==> config.mk <==
export PLATFORM = sky130hd
export DESIGN_NAME = dual_flash_reader
export DESIGN_NICKNAME = d
export VERILOG_FILES = /design/src/rtl/dfr_pkg.sv /design/src/rtl/dfr_sck_gen.sv /design/src/rtl/dfr_cmd_tx.sv /design/src/rtl/dfr_rx_pack.sv /design/src/rtl/dual_flash_reader.sv
export SDC_FILE = /design/constraint.sdc
export NUM_CORES = 1
export LEC_CHECK = 0
export CAP_MARGIN = 20
export CORE_UTILIZATION = 40
export DETAILED_ROUTE_END_ITERATION = 10
export DONT_BUFFER_PORTS = 1
export HOLD_SLACK_MARGIN = 0.1
export SKIP_CTS_REPAIR_TIMING = 1
export SLEW_MARGIN = 20
export SYNTH_ARGS = -nofsm -noshare
export SYNTH_HDL_FRONTEND = slang
export SYNTH_SLANG_ARGS = --single-unit
==> constraint.sdc <==
create_clock -name clk -period 3.79 [get_ports clk]
set_input_delay 0.379 -clock clk [delete_from_list [all_inputs] [get_ports clk]]
set_output_delay 0.379 -clock clk [all_outputs]
set_load 0.005 [all_outputs]
==> src/rtl/dfr_pkg.sv <==
package dfr_pkg;

  typedef enum logic [1:0] {
    ST_IDLE = 2'd0,
    ST_CMD  = 2'd1,
    ST_DATA = 2'd2,
    ST_GAP  = 2'd3
  } dfr_state_e;

  localparam logic [7:0] DUAL_READ_OP = 8'h3B;
  localparam int ADDR_W       = 24;
  localparam int HDR_BITS     = 8 + ADDR_W + 8;
  localparam int DUMMY_FIRST  = 8 + ADDR_W;
  localparam int PAIRS_PER_B  = 4;

endpackage

==> src/rtl/dfr_sck_gen.sv <==
module dfr_sck_gen #(
  parameter int HALF_DIV = 2
) (
  input  logic clk,
  input  logic rst_n,
  input  logic run,
  input  logic hold,
  output logic sck,
  output logic rise_ev,
  output logic fall_ev
);

  localparam int CW = (HALF_DIV > 1) ? $clog2(HALF_DIV) : 1;
  localparam logic [CW-1:0] LAST = CW'(HALF_DIV - 1);

  logic [CW-1:0] cnt_q, cnt_d;
  logic          sck_q, sck_d;
  logic          tick;

  assign tick    = run && (cnt_q == LAST);
  assign rise_ev = tick && !sck_q && !hold;
  assign fall_ev = tick && sck_q;

  always_comb begin
    cnt_d = cnt_q;
    sck_d = sck_q;
    if (!run) begin
      cnt_d = '0;
      sck_d = 1'b0;
    end else begin
      if (cnt_q == LAST) begin
        // park the divider at its terminal count while the rise is held
        cnt_d = (!sck_q && hold) ? cnt_q : '0;
      end else begin
        cnt_d = cnt_q + 1'b1;
      end
      if (rise_ev) sck_d = 1'b1;
      if (fall_ev) sck_d = 1'b0;
    end
  end

  always_ff @(posedge clk or negedge rst_n) begin
    if (!rst_n) begin
      cnt_q <= '0;
      sck_q <= 1'b0;
    end else begin
      cnt_q <= cnt_d;
      sck_q <= sck_d;
    end
  end

  assign sck = sck_q;

endmodule

==> src/rtl/dfr_cmd_tx.sv <==
module dfr_cmd_tx
  import dfr_pkg::*;
(
  input  logic              clk,
  input  logic              rst_n,
  input  logic              load,
  input  logic [ADDR_W-1:0] load_addr,
  input  logic              shift,
  input  logic              release_io,
  output logic              sio_out,
  output logic              sio_oe
);

  logic [HDR_BITS-1:0] sh_q, sh_d;
  logic                oe_q, oe_d;

  always_comb begin
    sh_d = sh_q;
    oe_d = oe_q;
    if (load) begin
      sh_d = {DUAL_READ_OP, load_addr, 8'h00};
      oe_d = 1'b1;
    end else begin
      if (shift)      sh_d = {sh_q[HDR_BITS-2:0], 1'b0};
      if (release_io) oe_d = 1'b0;
    end
  end

  always_ff @(posedge clk or negedge rst_n) begin
    if (!rst_n) begin
      sh_q <= '0;
      oe_q <= 1'b0;
    end else begin
      sh_q <= sh_d;
      oe_q <= oe_d;
    end
  end

  assign sio_out = sh_q[HDR_BITS-1];
  assign sio_oe  = oe_q;

endmodule

==> src/rtl/dfr_rx_pack.sv <==
module dfr_rx_pack
  import dfr_pkg::*;
#(
  parameter int ARRAY_BITS = 21
) (
  input  logic              clk,
  input  logic              rst_n,
  input  logic              start,
  input  logic [ADDR_W-1:0] start_addr,
  input  logic              sample,
  input  logic              so_in,
  input  logic              sio_in,
  input  logic              out_ready,
  output logic              out_valid,
  output logic [7:0]        out_data,
  output logic [ADDR_W-1:0] out_addr,
  output logic              byte_done,
  output logic              at_byte_start
);

  logic [1:0]            pair_q, pair_d;
  logic [5:0]            acc_q, acc_d;
  logic [ARRAY_BITS-1:0] cur_q, cur_d;
  logic                  vld_q, vld_d;
  logic [7:0]            dat_q, dat_d;
  logic [ADDR_W-1:0]     adr_q, adr_d;

  assign byte_done     = sample && (pair_q == 2'(PAIRS_PER_B - 1));
  assign at_byte_start = (pair_q == 2'd0);

  always_comb begin
    pair_d = pair_q;
    acc_d  = acc_q;
    cur_d  = cur_q;
    dat_d  = dat_q;
    adr_d  = adr_q;
    vld_d  = vld_q && !out_ready;
    if (start) begin
      pair_d = 2'd0;
      cur_d  = start_addr[ARRAY_BITS-1:0];
    end else if (sample) begin
      pair_d = pair_q + 2'd1;
      acc_d  = {acc_q[3:0], so_in, sio_in};
      if (byte_done) begin
        dat_d = {acc_q, so_in, sio_in};
        adr_d = ADDR_W'(cur_q);
        vld_d = 1'b1;
        cur_d = cur_q + 1'b1;
      end
    end
  end

  always_ff @(posedge clk or negedge rst_n) begin
    if (!rst_n) begin
      pair_q <= 2'd0;
      acc_q  <= '0;
      cur_q  <= '0;
      vld_q  <= 1'b0;
      dat_q  <= '0;
      adr_q  <= '0;
    end else begin
      pair_q <= pair_d;
      acc_q  <= acc_d;
      cur_q  <= cur_d;
      vld_q  <= vld_d;
      dat_q  <= dat_d;
      adr_q  <= adr_d;
    end
  end

  assign out_valid = vld_q;
  assign out_data  = dat_q;
  assign out_addr  = adr_q;

endmodule

==> src/rtl/dual_flash_reader.sv <==
module dual_flash_reader
  import dfr_pkg::*;
#(
  parameter int HALF_DIV   = 2,
  parameter int CNT_W      = 16,
  parameter int ARRAY_BITS = 21,
  parameter int CS_GAP     = 2
) (
  input  logic              clk,
  input  logic              rst_n,
  input  logic              req_valid,
  output logic              req_ready,
  input  logic [23:0]       req_addr,
  input  logic [CNT_W-1:0]  req_count,
  output logic              done,
  output logic              cs_n,
  output logic              sck,
  output logic              sio_out,
  output logic              sio_oe,
  input  logic              sio_in,
  input  logic              so_in,
  output logic              out_valid,
  input  logic              out_ready,
  output logic [7:0]        out_data,
  output logic [23:0]       out_addr
);

  localparam int GAP_W = (CS_GAP > 2) ? $clog2(CS_GAP) : 1;
  localparam logic [GAP_W-1:0] GAP_LOAD = GAP_W'((CS_GAP > 1) ? CS_GAP - 1 : 0);
  localparam logic [5:0] EDGE_DUMMY = 6'(DUMMY_FIRST);
  localparam logic [5:0] EDGE_HDR   = 6'(HDR_BITS);

  // reset: asserted asynchronously, released on a clock edge
  logic rst_meta, rst_sync;
  always_ff @(posedge clk or negedge rst_n) begin
    if (!rst_n) begin
      rst_meta <= 1'b0;
      rst_sync <= 1'b0;
    end else begin
      rst_meta <= 1'b1;
      rst_sync <= rst_meta;
    end
  end

  dfr_state_e       st_q, st_d;
  logic [5:0]       edge_q, edge_d;
  logic [CNT_W-1:0] left_q, left_d;
  logic             last_q, last_d;
  logic             csn_q, csn_d;
  logic             done_q, done_d;
  logic [GAP_W-1:0] gap_q, gap_d;

  logic accept, run, hold, rise_ev, fall_ev, shift, release_io, sample;
  logic byte_done, at_byte_start, close_ev;

  assign accept     = (st_q == ST_IDLE) && req_valid;
  assign run        = (st_q == ST_CMD) || (st_q == ST_DATA);
  assign hold       = (st_q == ST_DATA) && at_byte_start && out_valid && !out_ready;
  assign shift      = (st_q == ST_CMD) && fall_ev;
  assign release_io = shift && (edge_q == EDGE_DUMMY);
  assign sample     = (st_q == ST_DATA) && rise_ev;
  assign close_ev   = (st_q == ST_DATA) && fall_ev && last_q;

  dfr_sck_gen #(.HALF_DIV(HALF_DIV)) u_sck (
    .clk     (clk),
    .rst_n   (rst_sync),
    .run     (run),
    .hold    (hold),
    .sck     (sck),
    .rise_ev (rise_ev),
    .fall_ev (fall_ev)
  );

  dfr_cmd_tx u_tx (
    .clk        (clk),
    .rst_n      (rst_sync),
    .load       (accept),
    .load_addr  (req_addr),
    .shift      (shift),
    .release_io (release_io),
    .sio_out    (sio_out),
    .sio_oe     (sio_oe)
  );

  dfr_rx_pack #(.ARRAY_BITS(ARRAY_BITS)) u_rx (
    .clk           (clk),
    .rst_n         (rst_sync),
    .start         (accept),
    .start_addr    (req_addr),
    .sample        (sample),
    .so_in         (so_in),
    .sio_in        (sio_in),
    .out_ready     (out_ready),
    .out_valid     (out_valid),
    .out_data      (out_data),
    .out_addr      (out_addr),
    .byte_done     (byte_done),
    .at_byte_start (at_byte_start)
  );

  always_comb begin
    st_d   = st_q;
    edge_d = edge_q;
    left_d = left_q;
    last_d = last_q;
    csn_d  = csn_q;
    done_d = 1'b0;
    gap_d  = gap_q;
    unique case (st_q)
      ST_IDLE: begin
        if (accept) begin
          st_d   = ST_CMD;
          edge_d = '0;
          left_d = req_count;
          last_d = 1'b0;
          csn_d  = 1'b0;
        end
      end
      ST_CMD: begin
        if (rise_ev) edge_d = edge_q + 6'd1;
        if (fall_ev && (edge_q == EDGE_HDR)) st_d = ST_DATA;
      end
      ST_DATA: begin
        if (byte_done) begin
          left_d = left_q - 1'b1;
          if (left_q == CNT_W'(1)) last_d = 1'b1;
        end
        if (close_ev) begin
          st_d   = ST_GAP;
          csn_d  = 1'b1;
          done_d = 1'b1;
          gap_d  = GAP_LOAD;
        end
      end
      ST_GAP: begin
        if (gap_q == '0) st_d = ST_IDLE;
        else             gap_d = gap_q - 1'b1;
      end
      default: st_d = ST_IDLE;
    endcase
  end

  always_ff @(posedge clk or negedge rst_sync) begin
    if (!rst_sync) begin
      st_q   <= ST_IDLE;
      edge_q <= '0;
      left_q <= '0;
      last_q <= 1'b0;
      csn_q  <= 1'b1;
      done_q <= 1'b0;
      gap_q  <= '0;
    end else begin
      st_q   <= st_d;
      edge_q <= edge_d;
      left_q <= left_d;
      last_q <= last_d;
      csn_q  <= csn_d;
      done_q <= done_d;
      gap_q  <= gap_d;
    end
  end

  assign req_ready = (st_q == ST_IDLE);
  assign cs_n      = csn_q;
  assign done      = done_q;

endmodule

==> results of run 1 <==
-- power breakdown --
group / total (W) / switching [W] / internal (W)
Sequential: 0.00216 / 0.000400 / 0.00176
Combinational: 0.00139 / 0.000821 / 0.000574
Clock: 0.00179 / 0.000574 / 0.00122
-- final cells by class --
| type | count | area [µm²] |
|---|---|---|
| clock inverters | 10 | 186.4 |
| clock buffers | 22 | 474.2 |
| multi-input cells | 427 | 2655 |
| repair buffers | 10 | 97.59 |
| flip-flops and latches | 124 | 3108 |
| fillers | 1343 | 7737 |
| well taps | 184 | 230.2 |
| inverters | 12 | 45.04 |
-- synthesized netlist by cell type, drive strengths merged, types with 3 or more instances --
| cell | number | share of area, % |
|---|---|---|
| a31oi | 26 | 2.7 |
| buf | 15 | 1.4 |
| mux2i | 6 | 1.0 |
| a22oi | 4 | 0.51 |
| xor2 | 13 | 1.9 |
| xnor2 | 8 | 1.2 |
| nand4 | 12 | 1.3 |
| inv | 12 | 0.76 |
| o21ai | 16 | 1.3 |
| nand2b | 3 | 0.32 |
| nor2 | 52 | 3.5 |
| nand3 | 20 | 1.7 |
| nand4b | 5 | 0.74 |
| and3 | 10 | 1.1 |
| dfrtp | 123 | 52 |
| o22ai | 10 | 1.1 |
| nor4 | 5 | 0.88 |
| mux2 | 37 | 7.0 |
| nor4b | 3 | 0.44 |
| and4 | 4 | 0.59 |
| a211oi | 4 | 0.51 |
| and2 | 8 | 0.84 |
| ha | 12 | 2.5 |
| a21oi | 35 | 2.9 |
| a22o | 3 | 0.44 |
| clkbuf | 17 | 1.1 |
| nor3 | 9 | 0.95 |
| nand2 | 99 | 6.3 |
-- state kept, by name, summed over array words and instances, names as in the netlist, 6 cells and up --
name           cells
u_tx.sh_q         32
u_rx.cur_q        21
u_rx.out_addr     21
left_q            16
u_rx.out_data      8
edge_q             6
u_rx.acc_q         6
-- metrics by stage --
| stage | util [%] | total power [W] | setup WS [ns] | instance area [µm²] | cells |
|---|---|---|---|---|---|
| 6_report | 46.76 | 0.005347 | 1.154 | 6797 | 789 |
| 5_1_grt | 46.76 | 0.005715 | 0.7604 | 6797 | 789 |
| 4_1_cts | 46.47 | 0.005389 | 1.128 | 6754 | 785 |
| 3_5_place_dp | 41.92 | 0.003563 | 1.111 | 6093 | 753 |
| 3_3_place_gp | 41.92 | 0.003487 | 1.253 | 6093 | 753 |
| 2_1_floorplan | - | 0.003190 | 0.08133 | 5946 | 595 |
-- worst max path at each step --
stage	endpoint	slack (ns)	startpoint
after global routing	left_q[0]$_DFFE_PN0P_	0.76	st_q[0]$_DFFE_PN0P_
after detailed placement	left_q[2]$_DFFE_PN0P_	1.11	st_q[0]$_DFFE_PN0P_
after floorplan	done$_DFF_PN0_	0.08	rst_sync$_DFF_PN0_
after CTS	left_q[2]$_DFFE_PN0P_	1.13	st_q[0]$_DFFE_PN0P_
final	left_q[2]$_DFFE_PN0P_	1.15	st_q[0]$_DFFE_PN0P_
after global placement	left_q[0]$_DFFE_PN0P_	1.25	st_q[0]$_DFFE_PN0P_
-- per-layer routing --
metal	global-route usage [%]	vias to the layer above	part of all wire (%)
met5	0	-	0
met4	5.271	0	1.6
met3	6.868	16	6.5
met2	29.55	113	48
met1	23.73	2173	44
li1	-	2095	-
-- logic make-up (layout without fill, tap and decap cells) --
| logic type | after synthesis | count (layout) | synth area share, % |
|---|---|---|---|
| mux | 43 | 43 | 8.028 |
| compound gates | 110 | 110 | 11.34 |
| flops | 124 | 124 | 52.28 |
| buf+inv | 44 | 54 | 3.224 |
| xor+xnor | 21 | 21 | 3.097 |
| simple gates | 237 | 237 | 19.39 |
| other cells | 2 | 4 | 0.1265 |
| fa+ha+maj | 12 | 12 | 2.528 |
==> run metrics, run 1 <==
status=finished clean; Ant. Diodes=0; DR DRC count=0; share of cells above drive strength 1=8.099%; Final Hold Fails=0; CTS max path bufs=2; mean post-synth cell area=10.01 µm²; RSZ-0062 raised after global routing=false; nets=650; maximum operating frequency=0.3794 GHz; Critical Path RT=4.11 ns; Routed Antenna Nets=0; clk_skew=0.009359 ns; Worst R2R Start=st_q[0]$_DFFE_PN0P_; Yosys warning count=0; Setup crit start kind=flop; Hold Startpoint=sio_in; leading cell type in the layout, fill and taps excluded=dfrtp_1; Final Max Tran Viols=0; Max IR drop VDD=362.8 µV; clk sinks=124; worst r2r dst=left_q[2]$_DFFE_PN0P_; CP Cell Sequence=inv_1, ha_1, nand2_2, o21ai_1, o21ai_1, o21ai_0; Detailed Route Iter0 Violations=232; synth-to-layout area growth=14.45%; wire per inst=17.08 µm; CP Depth=6; R2R Setup Slk=1.15 ns; DR vias=4397; P_leak=2.974 nW; largest net degree at the start of global routing=71; initial core utilization=40.86%; sum of negative setup slack=0 ns; fin crit period=2.636 ns; PD cells=786.7 nW/µm²; most frequent CP cell=o21ai_1; initial antenna violation count=0; vias in the first global route=4261; register clock-pin slew on the reported worst setup and hold paths=0.06 ns; CP peak stage delay=0.50 ns; endpoints failing setup=0; DR pass1 iterations=5; Die ar.=15340 µm²; slowest stage cell, crit path=o21ai_1; asr flop ratio synth=100.0%; Cells after Synth=593; CP Class=reg -> reg; synthesized cell area=5938 µm²; Top FF cell, synth=dfrtp_1; hold path depth=1; Die Y=123.8 µm; most frequent cells in the layout=dfrtp_1, nand2_1, nor2_1, mux2_1, a21oi_1; Final GP Congestion=0.8348; crit path capture type=flop; WP data arrival=2.96 ns; Distinct cells, synth=56; total track usage=18.63%; Fin Hold WS=0.1153 ns; CTS H-Tree Depth=4; Die X=123.8 µm; R2R cell count=6; port bufs=0; CP delay by family, top=compound AO/OA/AOI/OAI gates; sequential fraction of the synthesis area=52.28%; max_cap viols=0; vias per std cell=5.573; max_slew headroom=37.50%; GR Overflow Total=0; CTS Buf Count=17; clk root buf=clkbuf_16; CTS tree=built; Hold Path Sink=u_rx.acc_q[0]$_DFFE_PN0P_; Post-DP HPWL=9.066 mm; wirelength, routed=13.47 mm; worst min-delay path class=in -> reg; first-pass GRT wire length=21.80 mm; clk_lat worst skew=0.41 ns; buffer and inverter count on the worst path=1; fin crit share=69.55%; Post-synth EDFFs=0; CP Max Fanout=34; core area=14530 µm²; register bit total from synthesis=124; I/O pins=85; slew of the pin with the lowest slew margin=0.9376 ns; num rows=44
(Power assumes the default switching activity.)
==> inputs of run 2 (changes only) <==
==> constraint.sdc (replaced) <==
create_clock -name clk -period 2.4 [get_ports clk]
set_input_delay 0.24 -clock clk [delete_from_list [all_inputs] [get_ports clk]]
set_output_delay 0.24 -clock clk [all_outputs]
set_load 0.005 [all_outputs]
==> run 2 against run 1 <==
  * Global-route usage increased by 0.17 points
  * Core utilization grew 2.6 points
  * Critical endpoint is now u_rx.cur_q[16]$_DFFE_PN0P_
  * Largest power group unchanged
  * Flip-flop and latch count is the same
  * Die area unchanged
  * Worst hold slack worse by 0.034 ns
  * Power increased by 55%
==> run metrics, run 2 (same netlist as run 1, synthesis figures left out) <==
Ant. Diodes=0 (unchanged); GR Overflow Total=0 (unchanged); RSZ-0062 raised after global routing=false; vias in the first global route=4288 (+0.63%); CP Max Fanout=9 (-74%); most frequent cells in the layout=dfrtp_1, nand2_1, nor2_1, dlygate4sd3_1, mux2_1; clk_lat worst skew=0.42 ns (about the same); nets=696 (+7.1%); Clock power frac=31.0% (-2.6 points); wirelength, routed=14.01 mm (+3.9%); Post-DP HPWL=9.074 mm (about the same); CTS max path bufs=2 (unchanged); initial core utilization=40.86% (unchanged); WP data arrival=2.58 ns (-0.38 ns); DR DRC count=0 (unchanged); synth-to-layout area growth=20.80%; Die Y=123.8 µm (unchanged); max_slew headroom=50.10% (+13 points); largest net degree at the start of global routing=123 (+73%); CP Cell Sequence=inv_1, ha_1, nand4b_1, nor3_4, buf_4, nand3_1, or3_1, a31oi_1; final setup margin=0.1578 ns (-0.9962 ns); Worst setup startpoint=st_q[0]$_DFFE_PN0P_; CP delay by family, top=simple AND/OR/NAND/NOR gates; Top reg by flops=u_tx.sh_q; maximum operating frequency=0.4460 GHz (+18%); Setup crit start kind=flop; clk root buf=clkbuf_16; register clock-pin slew on the reported worst setup and hold paths=0.06 ns (about the same); worst r2r dst=u_rx.cur_q[16]$_DFFE_PN0P_; vias per std cell=5.540 (-0.59%); cell area after layout=7173 µm² (+5.5%); worst min-delay path class=in -> reg; Final GP Congestion=0.7965 (-4.6%); Worst R2R Start=st_q[0]$_DFFE_PN0P_; sequential share of power=40.9% (+0.5 points); Post-DP Area=6181 µm² (+1.4%); port bufs=0 (unchanged); DR pass1 iterations=5 (unchanged); CP Class=reg -> reg; P_leak=3.145 nW (+5.8%); core area=14530 µm² (unchanged); fin crit share=93.42% (+24 points); first-pass GRT wire length=21.82 mm (about the same); wire per inst=16.77 µm (-1.8%); Util after Layout=49.35% (+2.6 points); max reg flops=32 (unchanged); slowest stage cell, crit path=dfrtp_1; P_int=0.005429 W (+53%); CTS Buf Count=17 (unchanged); Final Hold Fails=0 (unchanged); sum of negative setup slack=0 ns (unchanged); Detailed Route Iter0 Violations=342 (+47%); CP Capture Point=u_rx.cur_q[16]$_DFFE_PN0P_; Placed Cells=763 (+1.3%); Final Non-Filler Cells=835 (+5.8%); share of cells above drive strength 1=9.217% (+1.1 points); Critical Path RT=2.74 ns (-1.37 ns); R2R Setup Slk=0.16 ns (-1.00 ns); CTS H-Tree Depth=4 (unchanged); CP Depth=8 (+2); endpoints failing setup=0 (unchanged); CP peak stage delay=0.40 ns (-0.10 ns); P_sw=0.002879 W (+60%); R2R cell count=8 (+2); slew of the pin with the lowest slew margin=0.7436 ns (-0.1940 ns); Routed Antenna Nets=0 (unchanged); Place WS=0.1330 ns (-0.9778 ns); I/O pins=85 (unchanged); fillcell total=1363 (+1.5%); status=finished clean; Combinational Power Share=28.1% (+2.0 points); Die ar.=15340 µm² (unchanged); DR vias=4626 (+5.2%); initial antenna violation count=0 (unchanged); fin crit period=2.242 ns (-0.3938 ns); PD cells=1158 nW/µm² (+47%); clk_skew=0.01247 ns (+0.003112 ns); buffer and inverter count on the worst path=2 (+1); Sw Share=34.65% (+1.1 points); max_cap viols=0 (unchanged); Die X=123.8 µm (unchanged); leading cell type in the layout, fill and taps excluded=dfrtp_1; Final Max Tran Viols=0 (unchanged); total track usage=18.79% (+0.17 points); num rows=44 (unchanged); CTS tree=built; Max IR drop VDD=604.5 µV (+67%); crit path capture type=flop; clk sinks=124 (unchanged)
## run 2: power by group through the flow
stage          combinational [W]  sequential, W  clock, W
2_1_floorplan            0.00179        0.00325         0
3_3_place_gp             0.00220        0.00337         0
3_5_place_dp             0.00228        0.00341         0
4_1_cts                  0.00229        0.00339   0.00262
5_1_grt                  0.00264        0.00350   0.00273
6_report                 0.00233        0.00340   0.00257
## run 2: final cells by class
| type | count | area, µm² | share of cell area, % |
|---|---|---|---|
| Sequential cell | 124 | 3108 | 43.33 |
| Multi-Input combinational cell | 427 | 2655 | 37.01 |
| Timing Repair Buffer | 56 | 543.0 | 7.570 |
| Clock buffer | 20 | 446.7 | 6.227 |
| Tap cell | 184 | 230.2 | 3.209 |
| Clock inverter | 12 | 145.1 | 2.023 |
| Inverter | 12 | 45.04 | 0.6279 |
## run 2: worst min-delay path by stage
stage	from	endpoint	slack, ns	cells past startpoint
floorplan	rst_n	rst_meta$_DFF_PN0_	-0.06	0
global placement	rst_n	rst_meta$_DFF_PN0_	-0.06	0
detailed placement	rst_n	rst_meta$_DFF_PN0_	-0.06	0
CTS	rst_n	rst_sync$_DFF_PN0_	-0.50	0
global route	req_count[14]	left_q[14]$_DFFE_PN0P_	0.10	2
finish	req_count[14]	left_q[14]$_DFFE_PN0P_	0.08	2
## run 2: per-layer routing
layer | track usage (%) | vias up | routed length, µm
met1 | 24.39 | 2297 | 6322
met4 | 8.735 | 0 | 244
met2 | 28.61 | 130 | 6708
li1 | - | 2176 | -
met5 | 0 | - | 0
met3 | 5.723 | 23 | 731
## run 2: through the flow
| step | hold WS, ns | power [W] |
|---|---|---|
| 2_1_floorplan | -0.05559 | 0.005037 |
| 3_3_place_gp | -0.05555 | 0.005576 |
| 3_5_place_dp | -0.05553 | 0.005691 |
| 4_1_cts | -0.4998 | 0.008302 |
| 5_1_grt | 0.1006 | 0.008866 |
| 6_report | 0.08142 | 0.008307 |
